[config.mk]
export PLATFORM = sky130hd
export DESIGN_NAME = tmr_upd_ctrl
export DESIGN_NICKNAME = d
export VERILOG_FILES = /design/src/rtl/tmr_upd_pkg.sv /design/src/rtl/tmr_psc.sv /design/src/rtl/tmr_shadow.sv /design/src/rtl/tmr_upd_ctrl.sv
export SDC_FILE = /design/constraint.sdc
export NUM_CORES = 1
export LEC_CHECK = 0
export ABC_CLOCK_PERIOD_IN_PS = 2000
export BUFFER_PORTS_ARGS = -buffer_cell sky130_fd_sc_hd__clkbuf_2
export CAP_MARGIN = 20
export CORE_ASPECT_RATIO = 1.25
export CORE_MARGIN = 3
export CORE_UTILIZATION = 54
export DETAILED_ROUTE_END_ITERATION = 10
export PLACE_DENSITY = 0.77
export RECOVER_POWER = 25
export SYNTH_ARGS = -nofsm -noshare
export SYNTH_HDL_FRONTEND = slang
export SYNTH_SLANG_ARGS = --single-unit
[constraint.sdc]
create_clock -name clk_i -period 2 [get_ports clk_i]
set_input_delay 0.2 -clock clk_i [delete_from_list [all_inputs] [get_ports clk_i]]
set_output_delay 0.2 -clock clk_i [all_outputs]
set_load 0.01 [all_outputs]
[src/rtl/tmr_upd_pkg.sv]
package tmr_upd_pkg;

    localparam int ADDR_W = 3;

    typedef enum logic [ADDR_W-1:0] {
        A_CTRL   = 3'd0,
        A_STAT   = 3'd1,
        A_RELOAD = 3'd2,
        A_PRESC  = 3'd3,
        A_CMP    = 3'd4,
        A_CMD    = 3'd5
    } reg_addr_e;

    // control bits, MSB first: irq_en(3) ovf_only(2) upd_off(1) run(0)
    typedef struct packed {
        logic irq_en;
        logic ovf_only;
        logic upd_off;
        logic run;
    } ctrl_t;

    localparam int CTRL_W = $bits(ctrl_t);

endpackage

[src/rtl/tmr_psc.sv]
module tmr_psc #(
    parameter int W = 16
) (
    input  logic         clk_i,
    input  logic         rst_ni,
    input  logic         run_i,
    input  logic         clr_i,
    input  logic [W-1:0] limit_i,
    output logic         tick_o
);

    typedef struct packed {
        logic [W-1:0] cnt;
    } psc_st_t;

    psc_st_t st_d, st_q;
    logic    at_lim;

    always_comb begin
        st_d   = st_q;
        at_lim = (st_q.cnt == limit_i);
        tick_o = run_i && at_lim;
        if (clr_i) begin
            st_d.cnt = '0;
        end else if (run_i) begin
            st_d.cnt = at_lim ? '0 : st_q.cnt + 1'b1;
        end
    end

    always_ff @(posedge clk_i or negedge rst_ni) begin
        if (!rst_ni) st_q <= '0;
        else         st_q <= st_d;
    end

endmodule

[src/rtl/tmr_shadow.sv]
module tmr_shadow #(
    parameter int W = 16
) (
    input  logic         clk_i,
    input  logic         rst_ni,
    input  logic         wr_i,
    input  logic [W-1:0] wdata_i,
    input  logic         load_i,
    output logic [W-1:0] act_o
);

    typedef struct packed {
        logic [W-1:0] pre;
        logic [W-1:0] act;
    } shd_st_t;

    shd_st_t st_d, st_q;

    always_comb begin
        st_d = st_q;
        if (load_i) st_d.act = st_q.pre;
        if (wr_i)   st_d.pre = wdata_i;
    end

    always_ff @(posedge clk_i or negedge rst_ni) begin
        if (!rst_ni) st_q <= '0;
        else         st_q <= st_d;
    end

    assign act_o = st_q.act;

endmodule

[src/rtl/tmr_upd_ctrl.sv]
module tmr_upd_ctrl
    import tmr_upd_pkg::*;
#(
    parameter int CNT_W  = 16,
    parameter int PSC_W  = 16,
    parameter int DATA_W = (CNT_W > PSC_W) ? CNT_W : PSC_W
) (
    input  logic              clk_i,
    input  logic              rst_ni,
    input  logic              wr_en_i,
    input  logic [2:0]        wr_addr_i,
    input  logic [DATA_W-1:0] wr_data_i,
    input  logic              slv_rst_i,
    input  logic              trig_i,
    output logic [CNT_W-1:0]  cnt_o,
    output logic [CNT_W-1:0]  reload_o,
    output logic [PSC_W-1:0]  presc_o,
    output logic [CNT_W-1:0]  cmp_o,
    output logic              upd_evt_o,
    output logic              upd_flag_o,
    output logic              irq_o,
    output logic              run_o
);

    typedef struct packed {
        ctrl_t            ctrl;
        logic [CNT_W-1:0] cnt;
        logic             flag;
        logic             evt;
    } core_st_t;

    core_st_t st_d, st_q;

    logic sw_upd, reinit, tick, ovf, upd;
    logic wr_ctrl, wr_stat, wr_rel, wr_psc, wr_cmp;

    // observation points for the bound checker
    logic upd_off_s, ovf_only_s, run_s, reinit_s, ovf_s;

    always_comb begin
        wr_ctrl = wr_en_i && (wr_addr_i == A_CTRL);
        wr_stat = wr_en_i && (wr_addr_i == A_STAT);
        wr_rel  = wr_en_i && (wr_addr_i == A_RELOAD);
        wr_psc  = wr_en_i && (wr_addr_i == A_PRESC);
        wr_cmp  = wr_en_i && (wr_addr_i == A_CMP);
        sw_upd  = wr_en_i && (wr_addr_i == A_CMD) && wr_data_i[0];
        reinit  = sw_upd || slv_rst_i;
        ovf     = tick && (st_q.cnt == reload_o) && !reinit;
        upd     = !st_q.ctrl.upd_off && (ovf || reinit);
    end

    tmr_psc #(.W(PSC_W)) i_psc (
        .clk_i   (clk_i),
        .rst_ni  (rst_ni),
        .run_i   (st_q.ctrl.run),
        .clr_i   (reinit),
        .limit_i (presc_o),
        .tick_o  (tick)
    );

    tmr_shadow #(.W(CNT_W)) i_shd_rel (
        .clk_i   (clk_i),
        .rst_ni  (rst_ni),
        .wr_i    (wr_rel),
        .wdata_i (wr_data_i[CNT_W-1:0]),
        .load_i  (upd),
        .act_o   (reload_o)
    );

    tmr_shadow #(.W(PSC_W)) i_shd_psc (
        .clk_i   (clk_i),
        .rst_ni  (rst_ni),
        .wr_i    (wr_psc),
        .wdata_i (wr_data_i[PSC_W-1:0]),
        .load_i  (upd),
        .act_o   (presc_o)
    );

    tmr_shadow #(.W(CNT_W)) i_shd_cmp (
        .clk_i   (clk_i),
        .rst_ni  (rst_ni),
        .wr_i    (wr_cmp),
        .wdata_i (wr_data_i[CNT_W-1:0]),
        .load_i  (upd),
        .act_o   (cmp_o)
    );

    always_comb begin
        st_d     = st_q;
        st_d.evt = upd;

        if (wr_ctrl) st_d.ctrl = ctrl_t'(wr_data_i[CTRL_W-1:0]);
        if (trig_i)  st_d.ctrl.run = 1'b1;

        if (reinit || ovf) begin
            st_d.cnt = '0;
        end else if (tick) begin
            st_d.cnt = st_q.cnt + 1'b1;
        end

        if (wr_stat && !wr_data_i[0]) st_d.flag = 1'b0;
        if (upd && (!st_q.ctrl.ovf_only || ovf)) st_d.flag = 1'b1;
    end

    always_ff @(posedge clk_i or negedge rst_ni) begin
        if (!rst_ni) st_q <= '0;
        else         st_q <= st_d;
    end

    assign cnt_o      = st_q.cnt;
    assign upd_evt_o  = st_q.evt;
    assign upd_flag_o = st_q.flag;
    assign irq_o      = st_q.flag && st_q.ctrl.irq_en;
    assign run_o      = st_q.ctrl.run;

    assign upd_off_s  = st_q.ctrl.upd_off;
    assign ovf_only_s = st_q.ctrl.ovf_only;
    assign run_s      = st_q.ctrl.run;
    assign reinit_s   = reinit;
    assign ovf_s      = ovf;

endmodule


==> metrics.json <==
{
  "clock_latency": {"value": 0.42, "unit": "ns"},
  "final.setup.worst_slack": {"value": -0.224, "unit": "ns"},
  "cts_htree_levels": {"value": 4},
  "synth_edf_count": {"value": 0},
  "critical-path-max-stage-delay": {"value": 0.59, "unit": "ns"},
  "number_of_buffers_on_the_longest_clock_path": {"value": 2},
  "combined_buffer_and_inverter_count_along_the_critical_path": {"value": 2},
  "cp.required": {"value": 2.34, "unit": "ns"},
  "worst_pin_slew": {"value": 1.19, "unit": "ns"},
  "critPathCaptureType": {"value": "flop"},
  "avgRoutedWirePerCell": {"value": 21.8, "unit": "µm"},
  "wirelength": {"value": 25800, "unit": "µm"},
  "mappedNetlistNets": {"value": 908},
  "rsz0062_at_grt": {"value": "yes"},
  "gr-total-overflow": {"value": 0},
  "slowest_stage": {"value": "or4_4"},
  "num_antenna_cells": {"value": 0},
  "synthesis.area": {"value": 8260, "unit": "µm²"},
  "maxCapViolCount": {"value": 0},
  "cp.depth": {"value": 7},
  "synth_largest_type_area_fraction": {"value": 40.6, "unit": "%"},
  "drtIter0Drc": {"value": 996},
  "setup_viol": {"value": 78},
  "core.rowCount": {"value": 49},
  "max-vdd-ir-drop": {"value": 0.814, "unit": "mV"},
  "root_buffer": {"value": "clkbuf_16"},
  "grt_use_total": {"value": 29.0, "unit": "%"},
  "worst_clock_skew": {"value": 0.00760, "unit": "ns"},
  "drv_slew": {"value": 0},
  "synth_most_common_cell": {"value": "nand2_1"},
  "asyncSetResetFlopFracSynth": {"value": 100, "unit": "%"},
  "route.vias.total": {"value": 7750},
  "antenna_found_initial": {"value": 0},
  "ys_types": {"value": 51},
  "synth.cells.most_frequent": {"value": "nand2_1 (168), dfrtp_1 (134), buf_4 (70)"},
  "setup.worst_path.class": {"value": "reg -> reg"},
  "hold-path-cell-count": {"value": 2},
  "area.growth.synth_to_final": {"value": 25.1, "unit": "%"},
  "max_freq": {"value": 0.450, "unit": "GHz"},
  "relSlewSlack": {"value": 20.7, "unit": "%"},
  "nNetsFinal": {"value": 1021},
  "syn-instance-count": {"value": 882},
  "synthDominantAreaCellType": {"value": "dfrtp_1"},
  "path_cells": {"value": "xnor2_1 -> nand4_1 -> or4_4 -> buf_12 -> nor2_8 -> buf_12 -> a311o_1"},
  "clock_edge_transition_at_the_registers_on_the_reported_setup_and_hold_paths": {"value": 0.06, "unit": "ns"},
  "hpwl_detailed": {"value": 15200, "unit": "µm"},
  "crit_family": {"value": "simple AND/OR/NAND/NOR gates"},
  "detail_route.drc_violations": {"value": 0},
  "final_design_area_no_fill": {"value": 10300, "unit": "µm²"},
  "power_per_cell_area": {"value": 949, "unit": "nW/µm²"},
  "cts-buffers-inserted": {"value": 17},
  "grt_pass1_wl": {"value": 38000, "unit": "µm"},
  "final_layout_size_suffix_gt1_share": {"value": 34.1, "unit": "%"},
  "design.die.area": {"value": 16800, "unit": "µm²"},
  "worstHoldPathType": {"value": "in -> reg"},
  "failing_checks": {"value": "negative setup slack"},
  "period_minus_slack": {"value": 2.22, "unit": "ns"},
  "detail_route.vias_per_cell": {"value": 6.53},
  "worst_r2r_path_depth": {"value": 7},
  "yosys_warnings": {"value": 0},
  "fin_crit_sh": {"value": 111, "unit": "%"},
  "largest_cells_by_area_after_synthesis": {"value": "dfrtp_1 (41%), nand2_1 (7.6%), mux2_2 (7.0%)"},
  "globalplace.congestion": {"value": 0.889},
  "grt_start_max_net_pins": {"value": 69},
  "static_power_due_to_leakage": {"value": 4.38, "unit": "nW"},
  "die_outline_height": {"value": 144, "unit": "µm"},
  "worst-path-max-fanout": {"value": 14},
  "syn_avg_cell_area": {"value": 9.36, "unit": "µm²"},
  "start_kind": {"value": "flop"},
  "floorplan.die.width": {"value": 117, "unit": "µm"},
  "status": {"value": "finished with violations"},
  "clock_sink_count": {"value": 134},
  "dpl-instance-area": {"value": 9130, "unit": "µm²"},
  "worstPathArrival": {"value": 2.57, "unit": "ns"},
  "finalHoldViolations": {"value": 0},
  "holdWs": {"value": 0.0587, "unit": "ns"},
  "vias_in_the_first_global_route": {"value": 7073},
  "numPortBuffers": {"value": 91},
  "yosysSeqAreaShare": {"value": 40.6, "unit": "%"},
  "tritoncts_clock_tree": {"value": "yes"},
  "initial_utilization": {"value": 56.4, "unit": "%"},
  "drt_pre_antenna_iters": {"value": 5},
  "ys_ff_latch": {"value": 134},
  "ys_dominant_reg_cell": {"value": "dfrtp_1"},
  "core_region_area": {"value": 14700, "unit": "µm²"},
  "io_pins": {"value": 92},
  "fill_cells": {"value": 999},
  "worst_path_most_repeated_cell": {"value": "buf_12"},
  "route.antenna.remaining_nets": {"value": 0}
}
==> final timing paths <==
path	slack (ns)	start	endpoint
max reg2reg	-0.22	i_psc.st_q[2]	i_shd_psc.act_o[14]
max	-0.22	i_psc.st_q[2]	i_shd_psc.act_o[14]
min in group asynchronous	0.56	rst_ni	i_psc.st_q[13]
min	0.06	wr_data_i[7]	i_shd_cmp.st_q[23]
max in group asynchronous	0.13	rst_ni	run_o
min reg2reg	0.50	i_shd_psc.st_q[19]	i_shd_psc.st_q[19]
==> area by class of cell <==
cell class | count | area, µm² | area share [%]
Sequential cell | 134 | 3360 | 32.5
Tap cell | 178 | 223 | 2.16
Timing Repair Buffer | 232 | 1940 | 18.7
Multi-Input combinational cell | 607 | 4210 | 40.7
Clock buffer | 19 | 453 | 4.38
Inverter | 3 | 11.3 | 0.109
Clock inverter | 13 | 146 | 1.42
==> report_power, final <==
part / total, mW / switching [mW] / leakage, nW / internal (mW)
Combinational: 3.01 / 1.58 / 2.50 / 1.43
Clock: 3.16 / 1.25 / 0.279 / 1.91
Sequential: 3.63 / 0.397 / 1.60 / 3.24
Total: 9.81 / 3.23 / 4.38 / 6.58
==> kinds of logic (layout without fill, tap and decap cells) <==
family / Yosys count / after routing / share of synthesized area, %
compound gates: 208 / 208 / 19.1
xor+xnor: 36 / 36 / 3.91
fa+ha+maj: 2 / 2 / 0.303
buf+inv: 142 / 267 / 10.8
flops: 134 / 134 / 40.6
mux: 51 / 51 / 6.95
simple gates: 309 / 310 / 18.3
==> sequential cells by signal, summed over array words and instances (netlist names) <==
signal and cells:
run_o 1, i_shd_psc.st_q 16, cnt_o 16, i_shd_cmp.st_q 16, i_psc.st_q 16, st_q 1
upd_flag_o 1, upd_evt_o 1, i_shd_rel.act_o 16, i_shd_rel.st_q 16, i_shd_psc.act_o 16, upd_off_s 1
ovf_only_s 1, i_shd_cmp.act_o 16
==> through the flow <==
stage | worst slack [ns] | instances | TNS [ns] | total power [mW] | utilization, %
2_1_floorplan | 0.00183 | 882 | 0 | 5.65 | -
3_3_place_gp | -0.113 | 1123 | -4.27 | 6.40 | 62.3
3_5_place_dp | -0.126 | 1123 | -4.69 | 6.51 | 62.3
4_1_cts | -0.109 | 1162 | -3.97 | 9.69 | 67.6
5_1_grt | -0.285 | 1186 | -21.76 | 10.3 | 70.5
6_report | -0.224 | 1186 | -12.81 | 9.81 | 70.5
==> routing by layer <==
layer  GRT usage [%]  share of wire, %  vias up
met5               0                 0        -
met4            11.2               3.5        0
met3            4.65               8.0       87
met2            46.9                50      470
met1            39.1                39     3813
li1                -                 -     3380
==> cells in the final DEF, fill, tap and decap left out, drive strengths merged, types with 4 or more instances in the layout <==
cell type  instances
nand2            168
dfrtp            134
buf              128
clkbuf           120
o211ai            58
a21oi             57
mux2              51
nor2b             49
a311o             48
xor2              20
nand3             16
xnor2             16
nor4              16
a32o              15
nor2              12
nor3              12
nand4              9
o21ai              7
nor3b              6
a211o              5
clkinvlp           5
or4                5
and4               5
inv                5
and3               4
o2bb2ai            4
clkinv             4
==> what timing repair did <==
action | 4_1_cts | 5_1_grt
gates cloned | 2 | 9
pin swaps | 30 | 19
endpoints found under the setup margin | 70 | 79
hold buffers | 2 | 0
setup buffers | 3 | 16
resized for setup | 18 | 33
endpoints found under the hold margin | 44 | 0
(Power assumes the default switching activity.)
